## src/rtl/prio_vec_intc_pkg.sv

```systemverilog
package prio_vec_intc_pkg;
  typedef enum logic [1:0] {
    GK_NONE = 2'd0,
    GK_NMI  = 2'd1,
    GK_SRC  = 2'd2
  } grant_kind_e;
endpackage

```

## src/rtl/prio_vec_intc_ffs.sv

```systemverilog
// Lowest set index of a request vector.
module prio_vec_intc_ffs #(
  parameter int W  = 9,
  localparam int IW = $clog2(W)
) (
  input  logic [W-1:0]  req_i,
  output logic          found_o,
  output logic [IW-1:0] idx_o
);
  always_comb begin
    found_o = 1'b0;
    idx_o   = '0;
    for (int i = W - 1; i >= 0; i--) begin
      if (req_i[i]) begin
        found_o = 1'b1;
        idx_o   = IW'(i);
      end
    end
  end
endmodule

```

## src/rtl/prio_vec_intc_isr.sv

```systemverilog
// In-service mask: push a one-hot grant, pop the most urgent (lowest) bit.
module prio_vec_intc_isr #(
  parameter int W = 9
) (
  input  logic         clk_i,
  input  logic         rst_ni,
  input  logic [W-1:0] push_i,
  input  logic         pop_i,
  output logic [W-1:0] isr_o
);
  logic [W-1:0] isr_q;
  logic [W-1:0] low_bit;
  logic [W-1:0] isr_d;

  assign low_bit = isr_q & (~isr_q + W'(1));

  always_comb begin
    isr_d = isr_q;
    if (pop_i) isr_d = isr_d & ~low_bit;
    isr_d = isr_d | push_i;
  end

  always_ff @(posedge clk_i or negedge rst_ni) begin
    if (!rst_ni) isr_q <= '0;
    else         isr_q <= isr_d;
  end

  assign isr_o = isr_q;
endmodule

```

## src/rtl/prio_vec_intc.sv

```systemverilog
module prio_vec_intc
  import prio_vec_intc_pkg::*;
#(
  parameter int N_SRC    = 8,
  parameter int VEC_W    = 6,
  parameter int VEC_BASE = 16
) (
  input  logic             clk_i,
  input  logic             rst_ni,
  input  logic [N_SRC-1:0] irq_i,
  input  logic [N_SRC-1:0] en_i,
  input  logic             nmi_i,
  input  logic             ack_i,
  input  logic             eoi_i,
  output logic             irq_o,
  output logic [VEC_W-1:0] vec_o,
  output logic             vec_valid_o
);
  // level 0 = non-maskable, level k+1 = source k
  localparam int NL = N_SRC + 1;
  localparam int IW = $clog2(NL);
  localparam logic [VEC_W-1:0] SPUR_VEC = '1;

  logic [N_SRC-1:0] pend_q;
  logic             nmi_pend_q;
  logic [NL-1:0]    isr_q;
  logic [NL-1:0]    elig;
  logic [NL-1:0]    grant_oh;
  logic             cur_found, win_found;
  logic [IW-1:0]    cur_idx, win_idx;
  logic             grant;
  grant_kind_e      gkind;
  logic [VEC_W-1:0] vec_d;

  prio_vec_intc_ffs #(.W(NL)) u_cur_ffs (
    .req_i  (isr_q),
    .found_o(cur_found),
    .idx_o  (cur_idx)
  );

  assign elig[0] = nmi_pend_q;
  for (genvar k = 0; k < N_SRC; k++) begin : g_elig
    localparam logic [IW-1:0] LVL = IW'(k + 1);
    assign elig[k+1] = pend_q[k] & en_i[k] & (!cur_found || (LVL < cur_idx));
  end

  prio_vec_intc_ffs #(.W(NL)) u_win_ffs (
    .req_i  (elig),
    .found_o(win_found),
    .idx_o  (win_idx)
  );

  assign irq_o    = win_found;
  assign grant    = ack_i & win_found;
  assign grant_oh = grant ? (NL'(1) << win_idx) : '0;

  always_ff @(posedge clk_i or negedge rst_ni) begin
    if (!rst_ni) begin
      pend_q     <= '0;
      nmi_pend_q <= 1'b0;
    end else begin
      pend_q     <= (pend_q | irq_i) & ~grant_oh[NL-1:1];
      nmi_pend_q <= (nmi_pend_q | nmi_i) & ~grant_oh[0];
    end
  end

  prio_vec_intc_isr #(.W(NL)) u_isr (
    .clk_i (clk_i),
    .rst_ni(rst_ni),
    .push_i(grant_oh),
    .pop_i (eoi_i),
    .isr_o (isr_q)
  );

  always_comb begin
    if (!win_found)        gkind = GK_NONE;
    else if (win_idx == 0) gkind = GK_NMI;
    else                   gkind = GK_SRC;
  end

  always_comb begin
    unique case (gkind)
      GK_NMI:  vec_d = '0;
      GK_SRC:  vec_d = VEC_W'(VEC_BASE) + VEC_W'(win_idx) - VEC_W'(1);
      default: vec_d = SPUR_VEC;
    endcase
  end

  always_ff @(posedge clk_i or negedge rst_ni) begin
    if (!rst_ni) begin
      vec_o       <= '0;
      vec_valid_o <= 1'b0;
    end else begin
      vec_valid_o <= ack_i;
      if (ack_i) vec_o <= vec_d;
    end
  end
endmodule

```

## config.mk

```make
export PLATFORM = sky130hd
export DESIGN_NAME = prio_vec_intc
export DESIGN_NICKNAME = d
export VERILOG_FILES = /design/src/rtl/prio_vec_intc_pkg.sv /design/src/rtl/prio_vec_intc_ffs.sv /design/src/rtl/prio_vec_intc_isr.sv /design/src/rtl/prio_vec_intc.sv
export SDC_FILE = /design/constraint.sdc
export NUM_CORES = 1
export LEC_CHECK = 0
export BUFFER_PORTS_ARGS = -buffer_cell sky130_fd_sc_hd__clkbuf_2
export CAP_MARGIN = 30
export CORE_MARGIN = 2
export CORE_UTILIZATION = 50
export CTS_BUF_LIST = sky130_fd_sc_hd__clkbuf_8
export DETAILED_ROUTE_END_ITERATION = 10
export GPL_TIMING_DRIVEN = 0
export PLACE_DENSITY = 0.7
export SLEW_MARGIN = 10
export SYNTH_ARGS = -nofsm -noshare
export SYNTH_HDL_FRONTEND = slang
export SYNTH_SLANG_ARGS = --single-unit
```

## constraint.sdc

```tcl
create_clock -name clk_i -period 3.03 [get_ports clk_i]
set_input_delay 0.4545 -clock clk_i [delete_from_list [all_inputs] [get_ports clk_i]]
set_output_delay 0.4545 -clock clk_i [all_outputs]
set_load 0.01 [all_outputs]
```

==> results of run 1 <==
## synthesized netlist by cell type (3+ instances only)
master,count
a21oi_1,4
a22o_1,3
a31oi_1,4
dfrtp_1,25
ha_1,5
inv_1,5
nand2_1,19
nor2_1,8
nor2b_1,4
nor3_1,4
o21a_1,7
o21ai_0,7
## per-stage QoR
stage	utilization, %	hold WS [ns]
after global placement	60.3	0.468
after global routing	62.3	0.242
after floorplan	-	0.159
after detailed placement	60.3	0.473
final	62.3	0.199
after CTS	62.1	0.209
## final cells by class
class	instances	area share (%)
tap	30	2.43
inverter	5	1.22
buffer	2	0.568
clock buffer	3	2.68
timing repair buffer	28	9.08
clock inverter	1	0.243
multi-input combinational	100	43.2
sequential	25	40.6
## routing by layer
metal / wire (µm) / GRT usage [%] / up-vias
met3: 97 / 2.34 / 4
met5: 0 / 0 / -
met4: 35 / 5.57 / 0
li1: - / - / 548
met2: 1420 / 32.8 / 25
met1: 1330 / 27.3 / 543
## state kept, by name (all words and copies together), names as in the netlist
name and cells:
vec_valid_o 1, nmi_pend_q 1, pend_q 8, u_isr.isr_o 9, vec_o 6
## report_power, final
group / switching [mW] / total, mW / leakage (nW) / internal [mW]
Sequential: 0.105 / 0.547 / 0.289 / 0.442
Clock: 0.0978 / 0.188 / 0.0269 / 0.0904
Combinational: 0.395 / 0.713 / 0.436 / 0.318
Total: 0.598 / 1.45 / 0.752 / 0.851
## worst min path at each step
stage	startpoint	end	cells past startpoint
3_3_place_gp	vec_o[4]	vec_o[4]	1
2_1_floorplan	rst_ni	nmi_pend_q	0
5_1_grt	rst_ni	u_isr.isr_o[7]	1
3_5_place_dp	vec_o[4]	vec_o[4]	1
4_1_cts	rst_ni	u_isr.isr_o[7]	1
6_report	rst_ni	u_isr.isr_o[7]	1
## kinds of logic after synthesis
group           synth area share, %
buf+inv                        2.09
flops                          47.6
compound gates                 23.6
fa+ha+maj                      4.76
simple gates                   21.1
mux                           0.856
==> summary.md, run 1 <==
| Metric | Value |
|---|---|
| Crit path cell chain | or4_4, nor3_2, o2111ai_1, a21o_1, ha_1, o311ai_0, nand2_1, mux2_2, a31oi_1 |
| CP Depth | 9 |
| Crit path time final | 2.86 ns |
| Initial DRC count | 41 |
| Area post-placement | 0.00149 mm² |
| Peak VDD IR | 0.577 mV |
| Most frequent cells in the layout | 28 x clkbuf_2, 25 x dfrtp_1, 19 x nand2_1, 8 x nor2_1 |
| Storage cell area | 626 µm² |
| Number of antenna diodes | 0 |
| Worst setup EP type | register |
| DRC viols | 0 |
| Final Skew | 0.00459 ns |
| Multi-input gate area | 667 µm² |
| Cells after Synth | 132 |
| Max-slew headroom | 49.3% |
| Worst Path Arrival | 3.05 ns |
| Commonest non-fill, non-tap cell in the layout | clkbuf_2 |
| Root buf cell | clkbuf_8 |
| Crit path buf inv count | 0 |
| Synth-to-Final Area Change | 17.3% |
| Count of unique library cells instantiated by Yosys | 45 |
| Width of the die | 55.3 µm |
| # setup viols final | 0 |
| Initial antenna violation count | 0 |
| Vias | 1120 |
| Finished Cell Area | 0.00154 mm² |
| RSZ-0062 raised after global routing | no |
| H-tree Lvls | 1 |
| Critical-path top delay cell | or4_4 |
| Die extent in y | 55.3 µm |
| Max-cap viol count | 0 |
| Worst EP required | 3.22 ns |
| Placed cells | 190 |
| Average cell area after synthesis | 9.96 µm² |
| Wire length per cell | 14.9 µm |
| PostCTS Resize Cnt | 0 |
| Fin Setup TNS | 0 ns |
| Overall power | 1.45 mW |
| FFs w/ async S/R, synth | 100% |
| Origin of the worst setup path | u_isr.isr_o[3] |
| Global placer's final weighted congestion | 0.938 |
| Crit Path Class | reg -> reg |
| Max Fclk | 0.350 GHz |
| Setup WS pre-CTS | 0.119 ns |
| Vias per cell | 5.77 |
| DRT Pass-1 Iters | 4 |
| Initial Util | 53.1% |
| CP max FO | 6 |
| Dominant synthesized flop cell | dfrtp_1 |
| Non-Filler Instances | 194 |
| Syn. warnings | 0 |
| Reg-to-Reg Start | u_isr.isr_o[3] |
| CP Capture Point | vec_o[2] |
| Layout cells sized above 1 | 25.6% |
| Fin. Hold Viols | 0 |
| Min setup slack post-route | 0.171 ns |
| Nets | 191 |
| Worst-case clock buffer depth | 2 |
| Slew Viols, Final | 0 |
| FF-to-FF path depth | 9 |
| DP HPWL | 2.24 mm |
| DIE AREA | 0.00306 mm² |
| First-pass GRT wire length | 4.94 mm |
| Share of the synthesized area in the top cell type | 47.6% |
| Clk Latency, worst-skew pair | 0.26 ns |
| Max stage delay on crit path | 0.60 ns |
| Clock sinks | 25 |
| Cell area after synthesis | 0.00132 mm² |
| Fin crit share | 94.4% |
| Status | complete, no violations |
| R2R Path End | vec_o[2] |
| Grt total ovfl | 0 |
| Vias in the first global route | 1096 |
| Synth top area cells | dfrtp_1 48%, nand2_1 5.4%, ha_1 4.8%, o21a_1 4.0%, o21ai_0 2.7% |
| Post-synth EDFFs | 0 |
| Gr usage total | 19.8% |
| Measured slew at the worst slew-check pin | 0.751 ns |
| Cts hold-fix bufs | 0 |
| Remaining antenna violation count after routing | 0 |
| Clk pin slew, worst setup/hold paths | 0.08 ns |
| Largest net degree at the start of global routing | 26 |
| Core area | 0.00248 mm² |
| Drt total wl | 2.88 mm |
| Num CTS Buffers | 3 |
| Flop-to-flop setup slack | 0.17 ns |
| Worst Hold Class | in -> async |
| Leakage power | 0.752 nW |
| Row Count | 18 |
| Largest delay share family, worst path | simple AND/OR/NAND/NOR gates |
| Critical path startpoint category | register |
| Fill count | 222 |
| Port Buffers | 28 |
| CTS tree | done |
| Pwr Density | 939 mW/mm² |
| I/O pin total | 29 |
| Post-Syn Nets | 158 |
| Post-synth top area cell | dfrtp_1 |
| Post-synthesis sequential area ratio | 47.6% |
| #FFs+latches synth | 25 |
| Post-CTS Setup Bufs | 0 |
(Power assumes the default switching activity.)
==> run 2, diff against run 1 <==
- GPL_ROUTABILITY_DRIVEN: default -> 0
- PLACE_DENSITY: 0.7 -> 0.74
==> summary.md, run 2 (synthesis results as in run 1) <==
| Metric | Value |
|---|---|
| Pwr Density | 949 mW/mm² (+1.1%) |
| Final Util | 62.3% (unchanged) |
| Status | complete, no violations |
| Post-CTS Setup Bufs | 0 (unchanged) |
| Multi-input gate area | 667 µm² (unchanged) |
| Max reg flops | 9 (unchanged) |
| Initial antenna violation count | 0 (unchanged) |
| Measured slew at the worst slew-check pin | 0.750 ns (-0.00115 ns) |
| Sw Share | 41.9% (+0.60 points) |
| Initial DRC count | 21 (-49%) |
| Flop pwr share | 37.5% (-0.3 points) |
| Most frequent cells in the layout | 28 x clkbuf_2, 25 x dfrtp_1, 19 x nand2_1, 8 x nor2_1 |
| Fin Setup TNS | 0 ns (unchanged) |
| Vias | 1129 (+0.80%) |
| Worst-case clock buffer depth | 2 (unchanged) |
| Largest delay share family, worst path | simple AND/OR/NAND/NOR gates |
| Worst Path Arrival | 3.10 ns (+0.05 ns) |
| Grt total ovfl | 0 (unchanged) |
| Remaining antenna violation count after routing | 0 (unchanged) |
| Num CTS Buffers | 3 (unchanged) |
| Initial Util | 53.1% (unchanged) |
| Largest net degree at the start of global routing | 26 (unchanged) |
| Clock power share | 13.3% (+0.3 points) |
| H-tree Lvls | 1 (unchanged) |
| Worst setup EP type | register |
| CTS tree | done |
| Clock sinks | 25 (unchanged) |
| CP Capture Point | vec_o[2] |
| Reg-to-Reg Start | u_isr.isr_o[3] |
| Root buf cell | clkbuf_8 |
| First-pass GRT wire length | 5.20 mm (+5.2%) |
| Gr usage total | 21.2% (+1.5 points) |
| Core area | 0.00248 mm² (unchanged) |
| Vias in the first global route | 1134 (+3.5%) |
| Worst EP required | 3.22 ns (about the same) |
| Origin of the worst setup path | u_isr.isr_o[3] |
| Peak VDD IR | 0.579 mV (+0.29%) |
| Nets | 191 (unchanged) |
| CP max FO | 6 (unchanged) |
| Area post-placement | 0.00149 mm² (unchanged) |
| I/O pin total | 29 (unchanged) |
| Width of the die | 55.3 µm (unchanged) |
| DRC viols | 0 (unchanged) |
| Clk pin slew, worst setup/hold paths | 0.08 ns (about the same) |
| Worst Hold Class | in -> async |
| Finished Cell Area | 0.00154 mm² (unchanged) |
| Crit path time final | 2.91 ns (+0.0504 ns) |
| DRT Pass-1 Iters | 4 (unchanged) |
| R2R Path End | vec_o[2] |
| Wire length per cell | 15.7 µm (+5.5%) |
| Max-slew headroom | 49.3% (+0.078 points) |
| Vias per cell | 5.82 (+0.80%) |
| Layout cells sized above 1 | 25.6% (unchanged) |
| DIE AREA | 0.00306 mm² (unchanged) |
| Drt total wl | 3.04 mm (+5.5%) |
| Max stage delay on crit path | 0.60 ns (about the same) |
| Final Skew | 0.00392 ns (-0.000673 ns) |
| Int Pwr | 851 µW (about the same) |
| Port Buffers | 28 (unchanged) |
| FF-to-FF path depth | 9 (unchanged) |
| Die extent in y | 55.3 µm (unchanged) |
| Commonest non-fill, non-tap cell in the layout | clkbuf_2 |
| Part of the power in combinational logic | 49.2% (about the same) |
| Crit Path Class | reg -> reg |
| Fin. Hold Viols | 0 (unchanged) |
| Leakage power | 0.752 nW (unchanged) |
| Row Count | 18 (unchanged) |
| Storage cell area | 626 µm² (unchanged) |
| Clk Latency, worst-skew pair | 0.27 ns (about the same) |
| Critical-path top delay cell | or4_4 |
| Psw | 613 µW (+2.5%) |
| Flop-to-flop setup slack | 0.12 ns (-0.05 ns) |
| Synth-to-Final Area Change | 17.3% (unchanged) |
| CP Depth | 9 (unchanged) |
| Crit path cell chain | or4_4, nor3_2, o2111ai_1, a21o_1, ha_1, o311ai_0, nand2_1, mux2_2, a31oi_1 |
| Fill count | 216 (-2.7%) |
| Crit path buf inv count | 0 (unchanged) |
| Max-cap viol count | 0 (unchanged) |
| Number of antenna diodes | 0 (unchanged) |
| Hold_ws | 0.191 ns (-0.00801 ns) |
| Fin crit share | 96.0% (+1.7 points) |
| DP HPWL | 2.29 mm (+2.2%) |
| Max Fclk | 0.344 GHz (-1.7%) |
| Critical path startpoint category | register |
| # setup viols final | 0 (unchanged) |
| Slew Viols, Final | 0 (unchanged) |
run 2: worst min-delay path by stage:
stage	start	to
2_1_floorplan	rst_ni	nmi_pend_q
3_3_place_gp	vec_o[4]	vec_o[4]
3_5_place_dp	vec_o[4]	vec_o[4]
4_1_cts	rst_ni	pend_q[7]
5_1_grt	rst_ni	pend_q[2]
6_report	rst_ni	pend_q[7]
run 2: final cells by class:
| cell class | instances | area share [%] |
|---|---|---|
| tap | 30 | 2.43 |
| sequential | 25 | 40.6 |
| multi-input combinational | 100 | 43.2 |
| clock inverter | 1 | 0.243 |
| buffer | 2 | 0.568 |
| inverter | 5 | 1.22 |
| clock buffer | 3 | 2.68 |
| timing repair buffer | 28 | 9.08 |
run 2: per-stage QoR:
stage	setup slack, ns	power, mW	cells
detailed placement	0.0516	1.26	190
CTS	0.0382	1.45	194
global placement	0.207	1.23	190
finish	0.120	1.46	194
global route	-0.0119	1.58	194
floorplan	0.491	1.04	132
run 2: worst register-to-register path, cell delays in order (launching register included):
cell and delay, ns:
dfrtp_1 0.44, or4_4 0.60, nor3_2 0.23, o2111ai_1 0.18, a21o_1 0.26, ha_1 0.31
o311ai_0 0.22, nand2_1 0.10, mux2_2 0.29, a31oi_1 0.20
run 2: repair_timing:
item / in CTS / in global routing
gates resized for setup: 0 / 1
hold buffers: 0 / 0
endpoints found under the setup margin: 0 / 1
run 2: layer usage:
metal	GRT usage [%]	vias to the layer above	part of all wire [%]
li1	-	551	-
met1	28.5	540	44
met2	34.4	29	50
met3	3.75	9	3.9
met4	8.01	0	2.4
met5	0	-	0
run 2: power groups by stage:
stage / clock [mW] / sequential (mW) / combinational [mW]
after floorplan: 0 / 0.543 / 0.502
after global placement: 0 / 0.543 / 0.685
after detailed placement: 0 / 0.551 / 0.706
after CTS: 0.195 / 0.545 / 0.710
after global routing: 0.214 / 0.566 / 0.801
final: 0.194 / 0.550 / 0.721
==> run 3, diff against run 2 <==
- PLACE_DENSITY: 0.74 -> 0.77
- clock period: 3.03 -> 2.55 ns (I/O delays scaled with it)
==> summary.md, run 3 (synthesis results as in run 1) <==
| Metric | Value |
|---|---|
| Initial antenna violation count | 0 (unchanged) |
| Crit Path Class | reg -> reg |
| Row Count | 18 (unchanged) |
| Nets | 197 (+3.1%) |
| DRC viols | 0 (unchanged) |
| Sw Share | 42.4% (+0.54 points) |
| Area post-placement | 0.00149 mm² (unchanged) |
| Core area | 0.00248 mm² (unchanged) |
| Hold_ws | 0.110 ns (-0.0811 ns) |
| Status | complete, no violations |
| Flop pwr share | 33.1% (-4.4 points) |
| Final Skew | 0.00867 ns (+0.00475 ns) |
| Remaining antenna violation count after routing | 0 (unchanged) |
| FF-to-FF path depth | 9 (unchanged) |
| CP max FO | 6 (unchanged) |
| Peak VDD IR | 0.811 mV (+40%) |
| Num CTS Buffers | 3 (unchanged) |
| Max Fclk | 0.399 GHz (+16%) |
| # setup viols final | 0 (unchanged) |
| H-tree Lvls | 1 (unchanged) |
| Reg-to-Reg Start | u_isr.isr_o[2] |
| Port Buffers | 28 (unchanged) |
| Gr usage total | 20.9% (-0.35 points) |
| Worst EP required | 2.75 ns (-0.47 ns) |
| I/O pin total | 29 (unchanged) |
| Cts hold-fix bufs | 0 (unchanged) |
| DIE AREA | 0.00306 mm² (unchanged) |
| Commonest non-fill, non-tap cell in the layout | clkbuf_2 |
| Fin. Hold Viols | 0 (unchanged) |
| Critical-path top delay cell | or4_4 |
| Initial DRC count | 48 (+130%) |
| Clock power share | 12.1% (-1.2 points) |
| DP HPWL | 2.27 mm (-0.94%) |
| Vias in the first global route | 1165 (+2.7%) |
| CTS tree | done |
| Grt total ovfl | 0 (unchanged) |
| Setup WS pre-CTS | -0.382 ns (-0.434 ns) |
| Root buf cell | clkbuf_8 |
| Worst setup EP type | register |
| First-pass GRT wire length | 5.18 mm (-0.38%) |
| R2R Path End | vec_o[2] |
| Synth-to-Final Area Change | 25.6% |
| Pwr Density | 1190 mW/mm² (+26%) |
| Drt total wl | 3.30 mm (+8.3%) |
| Part of the power in combinational logic | 54.8% (+5.6 points) |
| Int Pwr | 1.14 mW (+33%) |
| DRT Pass-1 Iters | 4 (unchanged) |
| Max-slew headroom | 59.3% (+9.9 points) |
| Width of the die | 55.3 µm (unchanged) |
| Fin crit share | 98.2% (+2.2 points) |
| Placed cells | 190 (unchanged) |
| Max-cap viol count | 0 (unchanged) |
| Die extent in y | 55.3 µm (unchanged) |
| Wire length per cell | 16.5 µm (+5.0%) |
| Flop-to-flop setup slack | 0.04 ns (-0.08 ns) |
| Worst-case clock buffer depth | 2 (unchanged) |
| Max reg flops | 9 (unchanged) |
| Clk pin slew, worst setup/hold paths | 0.09 ns (about the same) |
| Vias | 1199 (+6.2%) |
| Vias per cell | 6.00 (+3.0%) |
| Min setup slack post-route | 0.0449 ns (-0.0753 ns) |
| Critical path startpoint category | register |
| Number of antenna diodes | 0 (unchanged) |
| Final Util | 66.7% (+4.4 points) |
| Measured slew at the worst slew-check pin | 0.611 ns (-0.140 ns) |
| Layout cells sized above 1 | 32.9% (+7.3 points) |
| Psw | 837 µW (+36%) |
| Clk Latency, worst-skew pair | 0.27 ns (about the same) |
| Worst Hold Class | in -> async |
| Crit path time final | 2.51 ns (-0.405 ns) |
| Leakage power | 0.785 nW (+4.4%) |
| Finished Cell Area | 0.00165 mm² (+7.1%) |
| Worst Path Arrival | 2.70 ns (-0.40 ns) |
| Non-Filler Instances | 200 (+3.1%) |
| Clock sinks | 25 (unchanged) |
| Most frequent cells in the layout | 28 x clkbuf_2, 23 x dfrtp_1, 19 x nand2_1, 8 x nor2_1 |
| Max stage delay on crit path | 0.61 ns (about the same) |
| Crit path cell chain | or4_4, nor3_4, o2111ai_2, a21o_1, ha_4, o311ai_4, nand2_1, mux2_2, a31oi_1 |
| Largest net degree at the start of global routing | 26 (unchanged) |
| Initial Util | 53.1% (unchanged) |
| Slew Viols, Final | 0 (unchanged) |
## run 3: worst max-delay path by stage
stage | startpoint | end | slack [ns] | depth (start not counted)
finish | u_isr.isr_o[2] | vec_o[2] | 0.04 | 9
global route | u_isr.isr_o[2] | vec_o[2] | -0.02 | 9
CTS | u_isr.isr_o[3] | vec_o[2] | 0.03 | 9
detailed placement | u_isr.isr_o[3] | vec_o[2] | -0.38 | 9
global placement | u_isr.isr_o[3] | vec_o[2] | -0.29 | 9
floorplan | u_isr.isr_o[3] | vec_o[2] | 0.01 | 9
## run 3: critical path: cells and delay by family (launching register included)
kind            cells  cell delay (ns)
compound gates      4             0.59
mux                 1             0.27
flops               1             0.42
simple gates        3             0.94
fa+ha+maj           1             0.21
## run 3: per-stage QoR
| step | total power, mW | setup TNS, ns |
|---|---|---|
| 2_1_floorplan | 1.24 | 0 |
| 3_3_place_gp | 1.46 | -0.613 |
| 3_5_place_dp | 1.50 | -1.02 |
| 4_1_cts | 1.81 | 0 |
| 5_1_grt | 2.08 | -0.0222 |
| 6_report | 1.97 | 0 |
## run 3: final cells by class
| class | instances | area, µm² |
|---|---|---|
| Fill cell | 204 | 826 |
| Multi-Input combinational cell | 100 | 724 |
| Sequential cell | 25 | 628 |
| Timing Repair Buffer | 34 | 185 |
| Clock buffer | 3 | 41.3 |
| Tap cell | 30 | 37.5 |
| Inverter | 5 | 18.8 |
| Buffer | 2 | 8.76 |
| Clock inverter | 1 | 7.51 |
## run 3: power by group through the flow
stage	Sequential [mW]	Clock, mW	Combinational (mW)
detailed placement	0.651	0	0.847
global route	0.669	0.260	1.15
finish	0.653	0.239	1.08
CTS	0.644	0.246	0.918
global placement	0.644	0	0.816
floorplan	0.645	0	0.597
## run 3: metal layers
metal  track usage (%)  share of wire [%]  wire length, µm  vias up
li1                  -                  -                -      554
met1              27.5                 43             1430      587
met2              33.3                 50             1630       48
met3              3.28                4.6              151       10
met4              10.5                2.5               84        0
met5                 0                  0                0        -
## run 3: repair_timing
| action | in CTS | in global routing |
|---|---|---|
| buffers inserted | 1 | 5 |
| endpoints found under the setup margin | 4 | 2 |
| pin swaps | 1 | 3 |
| resized for setup | 6 | 7 |
| hold endpoints to repair | 0 | 0 |
